`src/rtl/pm_pkg.sv`:
```
// Shared types for the pattern match engine.
// Assumes a 3-bit condition code per slice.
package pm_pkg;

    typedef enum logic [2:0] {
        PM_ALWAYS  = 3'b000,
        PM_RISE_ST = 3'b001,
        PM_FALL_ST = 3'b010,
        PM_EDGE_ST = 3'b011,
        PM_HIGH    = 3'b100,
        PM_LOW     = 3'b101,
        PM_NEVER   = 3'b110,
        PM_EVENT   = 3'b111
    } pm_cond_e;

    localparam int unsigned PM_COND_W = 3;

endpackage

```
`src/rtl/pm_sync.sv`:
```
// Two-flop synchroniser plus a history flop for edge detection.
// Assumes the inputs are asynchronous level signals. The outputs are the current
// and previous synchronised values; reset clears all stages.
module pm_sync #(
    parameter int unsigned W = 8
) (
    input  logic         clk,
    input  logic         rst_n,
    input  logic [W-1:0] raw_i,
    output logic [W-1:0] cur_o,
    output logic [W-1:0] prev_o
);
    logic [W-1:0] meta_q;
    logic [W-1:0] cur_q;
    logic [W-1:0] prev_q;

    // Shift raw inputs through two sync stages and one history stage.
    always_ff @(posedge clk) begin
        if (!rst_n) begin
            meta_q <= '0;
            cur_q  <= '0;
            prev_q <= '0;
        end else begin
            meta_q <= raw_i;
            cur_q  <= meta_q;
            prev_q <= cur_q;
        end
    end

    assign cur_o  = cur_q;
    assign prev_o = prev_q;
endmodule

```
`src/rtl/pm_slice.sv`:
```
// One bit slice: chooses an input, evaluates its condition and keeps a sticky
// edge flag. Assumes term_hit_i reports whether this slice's own product term
// matches in the current cycle; the flag is cleared on that cycle.
module pm_slice
    import pm_pkg::*;
#(
    parameter int unsigned NUM_IN = 8,
    parameter int unsigned IDX_W  = 3
) (
    input  logic              clk,
    input  logic              rst_n,
    input  logic              enable_i,
    input  logic [IDX_W-1:0]  sel_i,
    input  pm_cond_e          cond_i,
    input  logic [NUM_IN-1:0] cur_i,
    input  logic [NUM_IN-1:0] prev_i,
    input  logic              term_hit_i,
    output logic              ok_o
);
    logic bit_now;
    logic bit_old;
    logic rise;
    logic fall;
    logic edge_hit;
    logic sticky_mode;
    logic flag_q;

    assign bit_now = cur_i[sel_i];
    assign bit_old = prev_i[sel_i];
    assign rise    = bit_now & ~bit_old;
    assign fall    = ~bit_now & bit_old;

    // Pick the edge that feeds the sticky flag for the chosen code.
    always_comb begin
        edge_hit    = 1'b0;
        sticky_mode = 1'b0;
        unique case (cond_i)
            PM_RISE_ST: begin edge_hit = rise;        sticky_mode = 1'b1; end
            PM_FALL_ST: begin edge_hit = fall;        sticky_mode = 1'b1; end
            PM_EDGE_ST: begin edge_hit = rise | fall; sticky_mode = 1'b1; end
            default:    begin edge_hit = 1'b0;        sticky_mode = 1'b0; end
        endcase
    end

    // Evaluate the slice condition.
    always_comb begin
        unique case (cond_i)
            PM_ALWAYS:  ok_o = 1'b1;
            PM_RISE_ST,
            PM_FALL_ST,
            PM_EDGE_ST: ok_o = flag_q | edge_hit;
            PM_HIGH:    ok_o = bit_now;
            PM_LOW:     ok_o = ~bit_now;
            PM_NEVER:   ok_o = 1'b0;
            PM_EVENT:   ok_o = rise;
            default:    ok_o = 1'b0;
        endcase
    end

    // Remember a sticky edge until the owning term matches.
    always_ff @(posedge clk) begin
        if (!rst_n) begin
            flag_q <= 1'b0;
        end else if (!enable_i || !sticky_mode || term_hit_i) begin
            flag_q <= 1'b0;
        end else if (edge_hit) begin
            flag_q <= 1'b1;
        end
    end
endmodule

```
`src/rtl/pm_terms.sv`:
```
// Chains slices into product terms and reports each term's result.
// Assumes the last slice always closes a term. term_match_o is set at closing
// slices only; term_hit_o gives every slice the result of its own term.
module pm_terms #(
    parameter int unsigned NUM_SLICES = 8
) (
    input  logic [NUM_SLICES-1:0] ok_i,
    input  logic [NUM_SLICES-1:0] term_end_i,
    output logic [NUM_SLICES-1:0] term_match_o,
    output logic [NUM_SLICES-1:0] term_hit_o
);
    logic [NUM_SLICES-1:0] end_eff;

    assign end_eff = {1'b1, term_end_i[NUM_SLICES-2:0]};

    // Forward pass: AND slices until a closing slice, then restart.
    always_comb begin
        logic run;
        run = 1'b1;
        for (int i = 0; i < NUM_SLICES; i++) begin
            run = run & ok_i[i];
            term_match_o[i] = end_eff[i] & run;
            if (end_eff[i]) run = 1'b1;
        end
    end

    // Backward pass: hand each term's result to all of its slices.
    always_comb begin
        logic hold;
        hold = 1'b0;
        for (int i = NUM_SLICES - 1; i >= 0; i--) begin
            if (end_eff[i]) hold = term_match_o[i];
            term_hit_o[i] = hold;
        end
    end
endmodule

```
`src/rtl/pattern_match_engine.sv`:
```
// Boolean pattern match engine top. It synchronises the inputs, evaluates
// NUM_SLICES slices, ORs the product terms and registers the outputs.
// Assumes the configuration is driven synchronously; mode_i = 0 idles the engine.
module pattern_match_engine
    import pm_pkg::*;
#(
    parameter int unsigned NUM_IN     = 8,
    parameter int unsigned NUM_SLICES = 8,
    parameter int unsigned IDX_W      = (NUM_IN > 1) ? $clog2(NUM_IN) : 1
) (
    input  logic                        clk,
    input  logic                        rst_n,
    input  logic                        mode_i,
    input  logic [NUM_IN-1:0]           in_i,
    input  logic [NUM_SLICES*IDX_W-1:0] sel_i,
    input  logic [NUM_SLICES*3-1:0]     cond_i,
    input  logic [NUM_SLICES-1:0]       term_end_i,
    output logic [NUM_SLICES-1:0]       match_o,
    output logic                        irq_o
);
    localparam int unsigned CW = PM_COND_W;

    logic [NUM_IN-1:0]     cur;
    logic [NUM_IN-1:0]     prev;
    logic [NUM_SLICES-1:0] slice_ok;
    logic [NUM_SLICES-1:0] term_match;
    logic [NUM_SLICES-1:0] term_hit;
    logic [NUM_SLICES-1:0] match_q;
    logic                  irq_q;

    pm_sync #(.W(NUM_IN)) u_sync (
        .clk    (clk),
        .rst_n  (rst_n),
        .raw_i  (in_i),
        .cur_o  (cur),
        .prev_o (prev)
    );

    for (genvar s = 0; s < NUM_SLICES; s++) begin : g_slice
        pm_slice #(.NUM_IN(NUM_IN), .IDX_W(IDX_W)) u_slice (
            .clk        (clk),
            .rst_n      (rst_n),
            .enable_i   (mode_i),
            .sel_i      (sel_i[s*IDX_W +: IDX_W]),
            .cond_i     (pm_cond_e'(cond_i[s*CW +: CW])),
            .cur_i      (cur),
            .prev_i     (prev),
            .term_hit_i (term_hit[s]),
            .ok_o       (slice_ok[s])
        );
    end

    pm_terms #(.NUM_SLICES(NUM_SLICES)) u_terms (
        .ok_i         (slice_ok),
        .term_end_i   (term_end_i),
        .term_match_o (term_match),
        .term_hit_o   (term_hit)
    );

    // Register the per-term matches and the interrupt, gated by mode.
    always_ff @(posedge clk) begin
        if (!rst_n) begin
            match_q <= '0;
            irq_q   <= 1'b0;
        end else begin
            match_q <= mode_i ? term_match : '0;
            irq_q   <= mode_i & (|term_match);
        end
    end

    assign match_o = match_q;
    assign irq_o   = irq_q;
endmodule

```
`config.mk`:
```
export PLATFORM = sky130hd
export DESIGN_NAME = pattern_match_engine
export DESIGN_NICKNAME = d
export VERILOG_FILES = /design/src/rtl/pm_pkg.sv /design/src/rtl/pm_sync.sv /design/src/rtl/pm_slice.sv /design/src/rtl/pm_terms.sv /design/src/rtl/pattern_match_engine.sv
export SDC_FILE = /design/constraint.sdc
export NUM_CORES = 1
export LEC_CHECK = 0
export BUFFER_PORTS_ARGS = -buffer_cell sky130_fd_sc_hd__buf_4
export CAP_MARGIN = 20
export CORE_ASPECT_RATIO = 0.75
export CORE_MARGIN = 3
export CORE_UTILIZATION = 35
export DETAILED_ROUTE_END_ITERATION = 8
export SETUP_SLACK_MARGIN = 0.3
export SKIP_CTS_REPAIR_TIMING = 1
export SYNTH_ARGS = -nofsm -noshare
export SYNTH_HDL_FRONTEND = slang
export SYNTH_SLANG_ARGS = --single-unit
```
`constraint.sdc`:
```
create_clock -name clk -period 7.2 [get_ports clk]
set_input_delay 0 -clock clk [delete_from_list [all_inputs] [get_ports clk]]
set_output_delay 0 -clock clk [all_outputs]
set_load 0.01 [all_outputs]
```
==> key figures <==
Run status
  – Outcome: finished, violations left
  – Failing checks: hold timing

Logic synthesis
  – Syn Inst Count: roughly 300
  – Top cells by area, synth: dfxtp_1 27%, mux4_2 20%, ha_1 6.5%, mux2i_1 6.5%, and2_1 5.3%
  – Number of synthesized flops with an enable pin: 0
  – Async SR Flop Fraction: 0%
  – Sequential fraction of the synthesis area: approximately a quarter
  – Yosys cell types: 47
  – Synthesized area: between 3000 and 4000 sq um
  – Avg Cell Area, Syn: 10.4 sq um
  – Post-synth top cells: 41 x dfxtp_1, 28 x mux4_2, 26 x and2_1, 23 x inv_1, 20 x mux2i_1
  – Post-synth top area share: between 20% and 30%
  – Syn. warnings: 0
  – #FFs+latches synth: 41
  – Most common cell in the synthesized netlist: dfxtp_1
  – Cell taking the most area after synthesis: dfxtp_1
  – Ys flop type: dfxtp_1
  – Syn_nets: 380

Timing
  – Setup-failing EPs final: 0
  – Final max-slew violation count: 0
  – Setup TNS Final: 0 ns
  – Fin crit share: a little under half
  – Hold Worst Slack: -0.00196 ns
  – Worst Max-Slew Pin Slew: ~0.68 ns
  – Worst clock skew: between 0.008 and 0.009 ns
  – Tmin final: 3.44 ns
  – Fmax: 291 MHz
  – Slew margin rel.: a little over half
  – Final hold vios: 1
  – RSZ-0062 raised after global routing: no

Cells and area
  – Share of cells above drive strength 1: between 30% and 40%
  – Final cell count without fillers: a little under 500
  – Area grow syn2layout: 30.2%
  – N_diodes: 0
  – Fin nets: 468
  – Fill count: 801

Detailed routing
  – DRT Wirelength: around 8.4 mm
  – DRT iter0 DRCs: between 200 and 250
  – Vias/cell: ~5.6
  – Initial DRT Pass Iterations: 4
  – Wire per inst: roughly 17 um
  – Post-route DRC: 0
  – Post-DRT Antenna Nets: 0
  – Via count: approximately 2800

CTS
  – Clk slew on worst S/H paths: approximately 0.07 ns
  – Clock sink total: 41
  – CTS tree: done
  – Clock Latency Late Sink: just under 0.3 ns
  – H-Tree Depth: 2
  – Clock buffer depth: 2
  – Num CTS Buffers: 5
  – Root buffer cell: clkbuf_16

Floorplan
  – Vert. Die Dim: between 80 and 90 um
  – Core footprint: 8200 sq um
  – Initial Util: 37.5%
  – Num rows: 28
  – Die area: ~10000 sq um
  – Die width: around 110 um
  – I/O pins: 76

Global routing
  – Largest net degree at the start of global routing: 27
  – Grt total ovfl: 0
  – Vias in the first global route: approximately 2600
  – GRT Resource Usage Total: between 15 and 20%
  – First-pass GRT wire length: between 10 and 15 mm
  – Initial antenna violation count: 0

Critical path
  – Crit-path slowest cell: nor4_1
  – Critical Path Start Type: flop
  – Critical path endpoint category: flop
  – Crit path depth: 12
  – CP max FO: 9
  – WP data arrival: roughly 3.6 ns
  – Buf+Inv Stages, Crit Path: 1
  – Required time worst endpoint: approximately 7.4 ns
  – Max stage delay on crit path: approximately 0.53 ns
  – Most Frequent Cell on Critical Path: a21oi_1
  – Worst reg2reg path depth: 12
  – Worst-path cell chain: mux4_2 > mux2i_1 > inv_1 > ha_1 > nand2b_1 > a21oi_1 > a21oi_1 > nor4_1 > nor3_1 > a21o_1 > a31oi_1 > a41oi_1
  – CP Class: reg -> reg
  – Worst path top cell family by delay: compound AO/OA/AOI/OAI gates

Min path
  – Worst min path class: in -> reg
  – Hold Path Depth: 3

Power
  – Leak pwr: between 1.5 and 2 nW
  – VDD IR max: 107 uV
  – PwrDens: approximately 160 nW/um^2

Place
  – Placed cell count: between 400 and 500
  – Post-DP HPWL: 6.48 mm
  – Placer Congestion: between 0.8 and 0.9
  – IO Port Bufs: between 70 and 80

Run
  – Max_cap viols: 0
cells in the final DEF (no fill, tap or decap), types with 10 or more instances in the layout:
cell type	count
mux2i_1	20
ha_1	16
o21ai_0	11
dfxtp_1	41
a21oi_1	11
nand2b_1	12
dlygate4sd3_1	10
nand2_1	13
buf_4	74
mux4_2	28
nor2_1	10
and2_1	26
inv_1	23
metal layers:
metal	global-route usage, %	vias up	wire length (um)
li1	-	1329	-
met1	22.7	1314	3750
met2	27.5	107	3870
met3	3.89	8	676
met4	3.13	0	85
met5	0	-	0
report_power, final:
group	total, W	switching, W	internal (W)
logic	0.000147	0.0000680	0.0000792
clock network	0.000241	0.000108	0.000134
registers	0.000243	0.00000874	0.000234
total	0.000632	0.000184	0.000447
per-stage QoR:
step / power (W) / setup slack, ns / instance area (sq um) / hold WS [ns] / util, %
after floorplan: 0.000324 / 4.11 / 3080 / 0.0785 / -
after global placement: 0.000387 / 3.78 / 3750 / 0.207 / 45.8
after detailed placement: 0.000391 / 3.78 / 3750 / 0.209 / 45.8
after CTS: 0.000637 / 3.76 / 3910 / -0.104 / 47.7
after global routing: 0.000662 / 3.45 / 4010 / 0.00609 / 48.9
final: 0.000632 / 3.76 / 4010 / -0.00196 / 48.9
state kept, by name, indices dropped and copies added, names as in the netlist:
name	count
g_slice.u_slice.flag_q	8
match_o	8
u_sync.cur_o	8
u_sync.meta_q	8
u_sync.prev_o	8
irq_o	1
worst register-to-register path: stages (launching register included):
cell      delay (ns)
dfxtp_1         0.42
mux4_2          0.50
mux2i_1         0.25
inv_1           0.10
ha_1            0.23
nand2b_1        0.15
a21oi_1         0.15
a21oi_1         0.09
nor4_1          0.53
nor3_1          0.14
a21o_1          0.21
a31oi_1         0.35
a41oi_1         0.18
cell families (layout without fill, tap and decap cells):
family	after synthesis	in the layout	synth area share, %
simple gates	93	93	17.0
compound gates	66	66	14.9
mux	54	54	31.5
flops	41	41	26.7
buf+inv	26	115	3.17
fa+ha+maj	17	17	6.83
final timing paths:
kind                         start               to  slack, ns
hold / removal       term_end_i[0]       match_o[0]     -0.002
setup reg to reg   u_sync.cur_o[6]            irq_o       3.76
hold reg to reg   u_sync.meta_q[5]  u_sync.cur_o[5]       0.43
setup / recovery   u_sync.cur_o[6]            irq_o       3.76
layout make-up:
cell class / count / area, sq um / area share, %
Sequential cell: 41 / 821 / 20.5
Clock inverter: 3 / 28.8 / 0.718
Clock buffer: 5 / 125 / 3.12
Timing Repair Buffer: 84 / 656 / 16.4
Multi-Input combinational cell: 230 / 2160 / 53.9
Tap cell: 105 / 131 / 3.28
Inverter: 23 / 86.3 / 2.15
(Power assumes the default switching activity.)
